<file path="config.mk">
export PLATFORM = sky130hd
export DESIGN_NAME = ctl_slot_cmd
export DESIGN_NICKNAME = d
export VERILOG_FILES = /design/src/rtl/ctl_slot_pkg.sv /design/src/rtl/codec_port_ctrl.sv /design/src/rtl/slot_flag_reg.sv /design/src/rtl/ctl_slot_cmd.sv
export SDC_FILE = /design/constraint.sdc
export NUM_CORES = 1
export LEC_CHECK = 0
export CAP_MARGIN = 5
export CELL_PAD_IN_SITES_DETAIL_PLACEMENT = 2
export CELL_PAD_IN_SITES_GLOBAL_PLACEMENT = 2
export CORE_MARGIN = 8
export CORE_UTILIZATION = 34
export CTS_BUF_LIST = sky130_fd_sc_hd__clkbuf_2 sky130_fd_sc_hd__clkbuf_4 sky130_fd_sc_hd__clkbuf_8
export CTS_CLUSTER_DIAMETER = 100
export DETAILED_ROUTE_END_ITERATION = 16
export PLACE_DENSITY = 0.95
export SLEW_MARGIN = 25
export SYNTH_ARGS = -nofsm -noshare
export SYNTH_HDL_FRONTEND = slang
export SYNTH_HIERARCHICAL = 1
export SYNTH_SLANG_ARGS = --single-unit
</file>
<file path="constraint.sdc">
create_clock -name clk -period 4.2 [get_ports clk]
set_input_delay 0.84 -clock clk [delete_from_list [all_inputs] [get_ports clk]]
set_output_delay 0.84 -clock clk [all_outputs]
set_load 0.01 [all_outputs]
</file>
<file path="src/rtl/ctl_slot_pkg.sv">
package ctl_slot_pkg;
    localparam int SLOT_W   = 20;
    localparam int ADDR_W   = 7;
    localparam int DATA_W   = 16;
    localparam int SEL_W    = 3;
    localparam int RW_BIT   = SLOT_W - 1;
    localparam int ADDR_LSB = RW_BIT - ADDR_W;
    localparam int DATA_LSB = SLOT_W - DATA_W;
    localparam int FLAG_W   = 7;

    typedef enum logic [SEL_W-1:0] {
        SEL_S1TX  = 3'd0,
        SEL_S2TX  = 3'd1,
        SEL_S1RX  = 3'd2,
        SEL_S2RX  = 3'd3,
        SEL_FLAGS = 3'd4
    } reg_sel_e;

    typedef struct packed {
        logic              rd;
        logic [ADDR_W-1:0] addr;
        logic [DATA_W-1:0] data;
    } codec_cmd_t;

    typedef struct packed {
        logic s2_valid;
        logic s1_valid;
        logic s2_busy;
        logic s1_busy;
        logic both_empty;
        logic s2_empty;
        logic s1_empty;
    } slot_flags_t;

    function automatic codec_cmd_t build_cmd(input logic [SLOT_W-1:0] s1,
                                             input logic [SLOT_W-1:0] s2);
        codec_cmd_t c;
        c.rd   = s1[RW_BIT];
        c.addr = s1[RW_BIT-1:ADDR_LSB];
        c.data = s2[SLOT_W-1:DATA_LSB];
        return c;
    endfunction

    function automatic logic [SLOT_W-1:0] echo_word(input logic [SLOT_W-1:0] s1);
        logic [SLOT_W-1:0] w;
        w = s1;
        w[RW_BIT] = 1'b0;
        return w;
    endfunction
endpackage

</file>
<file path="src/rtl/codec_port_ctrl.sv">
module codec_port_ctrl
    import ctl_slot_pkg::*;
(
    input  logic       clk,
    input  logic       rst,
    input  logic       start,
    input  codec_cmd_t start_cmd,
    input  logic       ack,
    output logic       req,
    output codec_cmd_t cmd,
    output logic       done
);
    typedef enum logic {P_IDLE, P_WAIT} port_st_e;
    port_st_e st;

    assign req  = (st == P_WAIT);
    assign done = req && ack;

    always_ff @(posedge clk) begin
        if (rst) begin
            st  <= P_IDLE;
            cmd <= '0;
        end else begin
            case (st)
                P_IDLE: if (start) begin
                    st  <= P_WAIT;
                    cmd <= start_cmd;
                end
                P_WAIT: if (ack) st <= P_IDLE;
                default: st <= P_IDLE;
            endcase
        end
    end

    assert_req_hold_R4: assert property (@(posedge clk) disable iff (rst)
        (req && !ack) |=> req);
    assert_cmd_stable_R4: assert property (@(posedge clk) disable iff (rst)
        (req && !ack) |=> $stable(cmd));
    assert_req_drop_R4: assert property (@(posedge clk) disable iff (rst)
        done |=> !req);
endmodule

</file>
<file path="src/rtl/slot_flag_reg.sv">
module slot_flag_reg
    import ctl_slot_pkg::*;
(
    input  logic        clk,
    input  logic        rst,
    input  logic        wr_s1,
    input  logic        wr_s2,
    input  logic        issue_rd,
    input  logic        done,
    input  logic        done_rd,
    input  logic        take_s1rx,
    input  logic        take_s2rx,
    output slot_flags_t flags
);
    logic s1e, s2e, s1b, s2b, s1v, s2v;

    always_ff @(posedge clk) begin
        if (rst) begin
            s1e <= 1'b1;
            s2e <= 1'b1;
            s1b <= 1'b0;
            s2b <= 1'b0;
            s1v <= 1'b0;
            s2v <= 1'b0;
        end else begin
            if (done)           s1e <= 1'b1;
            if (wr_s1)          s1e <= 1'b0;
            if (done && !done_rd) s2e <= 1'b1;
            if (wr_s2)          s2e <= 1'b0;
            if (issue_rd) begin
                s1b <= 1'b1;
                s2b <= 1'b1;
            end else if (done) begin
                s1b <= 1'b0;
                s2b <= 1'b0;
            end
            if (take_s1rx) s1v <= 1'b0;
            if (take_s2rx) s2v <= 1'b0;
            if (done_rd) begin
                s1v <= 1'b1;
                s2v <= 1'b1;
            end
        end
    end

    always_comb begin
        flags.s1_empty   = s1e;
        flags.s2_empty   = s2e;
        flags.both_empty = s1e && s2e;
        flags.s1_busy    = s1b;
        flags.s2_busy    = s2b;
        flags.s1_valid   = s1v;
        flags.s2_valid   = s2v;
    end

    assert_valid_on_reply_R6: assert property (@(posedge clk) disable iff (rst)
        done_rd |=> (s1v && s2v && !s1b && !s2b));
    assert_valid_consumed_R9: assert property (@(posedge clk) disable iff (rst)
        (take_s1rx && !done_rd) |=> !s1v);
endmodule

</file>
<file path="src/rtl/ctl_slot_cmd.sv">
module ctl_slot_cmd
    import ctl_slot_pkg::*;
(
    input  logic              clk,
    input  logic              rst,
    input  logic              wr_en,
    input  logic [SEL_W-1:0]  wr_sel,
    input  logic [SLOT_W-1:0] wr_data,
    input  logic              rd_en,
    input  logic [SEL_W-1:0]  rd_sel,
    output logic [SLOT_W-1:0] rd_data,
    output logic              cmd_req,
    output logic              cmd_rd,
    output logic [ADDR_W-1:0] cmd_addr,
    output logic [DATA_W-1:0] cmd_wdata,
    input  logic              cmd_ack,
    input  logic [DATA_W-1:0] cmd_rdata
);
    logic [SLOT_W-1:0] s1tx, s2tx, s1rx, s2rx;
    logic        wr_s1, wr_s2, done, done_rd;
    codec_cmd_t  cur_cmd;
    slot_flags_t flags;

    assign wr_s1   = wr_en && (wr_sel == SEL_S1TX) && !cmd_req;
    assign wr_s2   = wr_en && (wr_sel == SEL_S2TX);
    assign done_rd = done && cur_cmd.rd;

    always_ff @(posedge clk) begin
        if (rst) begin
            s1tx <= '0;
            s2tx <= '0;
            s1rx <= '0;
            s2rx <= '0;
        end else begin
            if (wr_s1) s1tx <= wr_data;
            if (wr_s2) s2tx <= wr_data;
            if (done_rd) begin
                s1rx <= echo_word(s1tx);
                s2rx <= {cmd_rdata, {DATA_LSB{1'b0}}};
            end
        end
    end

    codec_port_ctrl u_port (
        .clk       (clk),
        .rst       (rst),
        .start     (wr_s1),
        .start_cmd (build_cmd(wr_data, s2tx)),
        .ack       (cmd_ack),
        .req       (cmd_req),
        .cmd       (cur_cmd),
        .done      (done)
    );

    slot_flag_reg u_flags (
        .clk       (clk),
        .rst       (rst),
        .wr_s1     (wr_s1),
        .wr_s2     (wr_s2),
        .issue_rd  (wr_s1 && wr_data[RW_BIT]),
        .done      (done),
        .done_rd   (done_rd),
        .take_s1rx (rd_en && (rd_sel == SEL_S1RX)),
        .take_s2rx (rd_en && (rd_sel == SEL_S2RX)),
        .flags     (flags)
    );

    assign cmd_rd    = cur_cmd.rd;
    assign cmd_addr  = cur_cmd.addr;
    assign cmd_wdata = cur_cmd.data;

    always_comb begin
        case (rd_sel)
            SEL_S1TX:  rd_data = s1tx;
            SEL_S2TX:  rd_data = s2tx;
            SEL_S1RX:  rd_data = s1rx;
            SEL_S2RX:  rd_data = s2rx;
            SEL_FLAGS: rd_data = {{(SLOT_W-FLAG_W){1'b0}}, flags};
            default:   rd_data = '0;
        endcase
    end

    assert_busy_tracks_read_R5: assert property (@(posedge clk) disable iff (rst)
        (cmd_req && cmd_rd) |-> (flags.s1_busy && flags.s2_busy));
    assert_ignore_busy_write_R8: assert property (@(posedge clk) disable iff (rst)
        (wr_en && wr_sel == SEL_S1TX && cmd_req) |=> $stable(s1tx));
    assert_echo_clear_R6: assert property (@(posedge clk) disable iff (rst)
        done_rd |=> !s1rx[RW_BIT]);
endmodule

</file>
-- After elaboration in Yosys (flattened, before gate mapping)
Index checks and enable logic that the tools add are counted.
- register bits: 105
- logic and storage cells: 53
- eq/ne operators: 5
- multiplexer cells: 14
- bitwise gates (word level): 1
- reduce and logical (&&, ||, !) cells: 20
- operators by type and width (cell ; number):
    one-hot mux 20 bit (5 select lines) ; 1
    two-way mux 1 bit ; 12
    logical AND 1 bit ; 10
    nonzero test 2 bit ; 5
    equality test 3 x 1 -> 1 bit (second input constant) ; 2
    equality test 3 x 2 -> 1 bit (second input constant) ; 2
    zero test 3 bit ; 2
    equality test 3 bit (second input constant) ; 1
    zero test 1 bit ; 2
    one-hot mux 1 bit (2 select lines) ; 1
    AND reduction 2 bit ; 1
    inverter 1 bit ; 1

-- Depth between registers and ports, before layout
- word-level depth: 6
- gate-level depth with buffers: 7

-- Modules after synthesis
The synthesis kept the hierarchy.
- modules (own cells, without submodules) (module ; instances ; cells each ; area an instance (um2)):
    ctl_slot_cmd ; 1 ; 410 ; 3378.2
    codec_port_ctrl ; 1 ; 112 ; 1173.6
    slot_flag_reg ; 1 ; 25 ; 224.0

-- Worst setup path after synthesis
Ideal clock, no wire load.
- kind: input port to output port
- start: input port rd_sel[0]
- end: output port rd_data[1]
- arrival time: 1.674 ns
- data required time: 3.360 ns
- setup slack: 1.686 ns
- stages on the path: 4
- buffers on the path: 2
- cell sequence: buf_2 > buf_2 > or2_1 > o211ai_1
- cells in the longest elaborated chain, start to end: 2
- ends and longest elaborated chain (element ; line ; RTL):
    from (decl) ; ctl_slot_cmd.sv:10 ; input logic [SEL_W-1:0] rd_sel,
    equality test 3 bit, or another cell as far along ; ctl_slot_cmd.sv:73 ; case (rd_sel)
    one-hot mux 20 bit (5 select lines) * ; ctl_slot_cmd.sv:73 ;
    to (decl) ; ctl_slot_cmd.sv:11 ; output logic [SLOT_W-1:0] rd_data,
Every way passes the cells marked *; elsewhere a longest branch is shown, timed or not.

-- Final worst setup path
- start: input port rd_sel[0]
- end: output port rd_data[5]
Same word-level chain as after synthesis.

==> summary.md <==
| Metric | Value |
|---|---|
| Boundary pin count | 92 |
| Synth Register Bits | 105 |
| Initial DRT Pass Iterations | 4 |
| Initial antenna violation count | 1 |
| First-pass GRT wire length | 28.9 mm |
| DR iter-0 viols | 253 |
| Slew Limit Headroom | 41.6% |
| # DRC | 0 |
| Final setup skew | 0.0116 ns |
| Inst Count DP | 776 |
| Max_cap viols | 0 |
| CP startpoint kind | primary input |
| Total grt overflow | 0 |
| Fraction of registers with async set or reset after synthesis | 0% |
| Total nets after synthesis | 594 |
| Share of layout cells above drive strength 1 | 9.66% |
| Core Region | 13800 um2 |
| Mapped Avg Cell Area | 8.73 um2 |
| Peak VDD IR | 0.135 mV |
| CTS tree | done |
| Root buf cell | clkbuf_8 |
| Nets@finish | 654 |
| Via Count | 4371 |
| Initial Utilization | 34.5% |
| Post-route ant nets | 0 |
| I/O Buffers | 91 |
| Setup violations, final | 0 |
| Pin count of the biggest net entering global routing | 67 |
| Crit Path Class | primary input to primary output |
| CTS Hold Bufs | 0 |
| Crit path DAT | 2.92 ns |
| Area growth syn-to-layout | 24.9% |
| Crit end category | primary output |
| Die ar. | 18100 um2 |
| RSZ-0062 raised after global routing | no |
| Cell Area, Synth | 4780 um2 |
| Routability congestion estimate | 0.761 |
| Post-synth EDFFs | 0 |
| Worst Max-Slew Pin Slew | 0.875 ns |
| Seq/Total Area, Yosys | 44.0% |
| Gate Count Post-Synth | 547 |
| Clock sink count | 105 |
| Die X | 135 um |
| Htree depth | 3 |
| Setup TNS Final | 0 ns |
| Clk_lat worst skew | 0.37 ns |
| Synth warn | 6 |
| Pre-CTS setup slack | 0.442 ns |
| CTS buffer count | 9 |
| DR WL/cell | 23.1 um |
| Distinct cells, synth | 41 |
| Worst Hold Class | flip-flop to flip-flop |
| Post-cts sizing count | 0 |
| Status | completed |
| Tcrit/Tclk final | 89.6% |
| Post-Route WL | 18.3 mm |
| Fmax | 266 MHz |
| Lkg Pwr | 1.91 nW |
| GR Util All Layers | 20.6% |
| Dpl hpwl | 12.9 mm |
| Most frequent cells in the layout | nand2_1, dfxtp_1, clkdlybuf4s50_1 |
| Setup bufs post-CTS | 0 |
| Clock slew at reported path FFs | 0.10 ns |
| Vias in the first global route | 4876 |
| CP Max Fanout | 24 |
| Fin. Hold Viols | 0 |
| CTS Buffer Depth | 2 |
| Worst Slack Setup Final | 0.436 ns |
| Ys flop type | dfxtp_1 |
| Final period demand of the worst path | 3.76 ns |
| Die H | 135 um |
| Total power divided by cell area | 329 nW/um2 |
| Vias/cell | 5.52 |
| Fin cells | 792 |
| Slew Limit Fails | 0 |
| Commonest non-fill, non-tap cell in the layout | nand2_1 |
| Row count | 43 |
| CP required | 3.36 ns |
critical path, cell delays in order:
cell and delay, ns:
clkdlybuf4s50_1 0.46, buf_4 0.32, and2b_1 0.34, a22oi_1 0.18
o22ai_1 0.19, clkdlybuf4s50_1 0.57
stage by stage:
step | power (mW) | utilization [%] | hold WS [ns] | cell area [um2]
after floorplan | 1.13 | - | 0.433 | 4780
after global placement | 1.21 | 41.3 | 0.438 | 5710
after detailed placement | 1.22 | 41.4 | 0.455 | 5730
after CTS | 1.98 | 43.1 | 0.467 | 5960
after global routing | 2.03 | 43.2 | 0.491 | 5970
final | 1.96 | 43.2 | 0.466 | 5970
cells in the mapped netlist (all sizes together), types with 6 or more instances:
master / n / share of area (%)
clkbuf: 17 / 1.4
nand2b: 27 / 3.5
dfxtp: 105 / 44
mux2i: 6 / 1.3
mux4: 12 / 5.7
nand3: 20 / 2.1
nor2b: 13 / 1.7
nand4bb: 25 / 5.9
buf: 35 / 4.6
nand2: 117 / 9.2
nor2: 6 / 0.47
a21oi: 78 / 8.2
o21ai: 44 / 5.6
inv: 6 / 0.47
power by group:
part	total [mW]	internal [mW]	switching (mW)
Combinational	0.182	0.0880	0.0941
Clock	0.761	0.400	0.361
Sequential	1.02	1.01	0.0141
cell families after synthesis:
family / after synthesis / share of synthesized area, %
AOI/OAI and AO/OA: 138 / 16.3
muxes: 20 / 7.39
DFF: 105 / 44.0
buffers and inverters: 58 / 6.47
and+or+nand+nor: 226 / 25.9
layout make-up:
cell class	instances	area (um2)
Multi-Input combinational cell	384	2370
Antenna cell	1	2.50
Timing Repair Buffer	101	1010
Sequential cell	105	2100
Tap cell	180	225
Fill cell	1477	7860
Clock buffer	10	131
Clock inverter	5	105
Inverter	6	22.5
final timing paths:
path / from / to / slack (ns) / cells after the start
worst max-delay path: rd_sel[0] / rd_data[5] / 0.44 / 6
worst min register to register: s2rx[13] / s2rx[13] / 0.47 / 2
worst min-delay path: s2rx[13] / s2rx[13] / 0.47 / 2
worst max register to register: u_port/req / u_flags/s2e / 1.78 / 5
sequential cells by signal, indices dropped and copies added (netlist names):
name,count
s2tx,20
u_flags/s2e,1
u_flags/s2v,1
u_port/cmd,24
s1tx,20
s2rx,16
u_port/req,1
u_flags/s1e,1
u_flags/s2b,1
u_flags/s1v,1
s1rx,19
routing by layer:
metal | vias up | track usage [%] | routed length [um]
met5 | - | 0 | 0
met4 | 0 | 9.11 | 564
met3 | 36 | 5.01 | 1080
met2 | 121 | 34.4 | 8830
met1 | 2215 | 24.8 | 7860
li1 | 1999 | - | -
(Power assumes the default switching activity.)
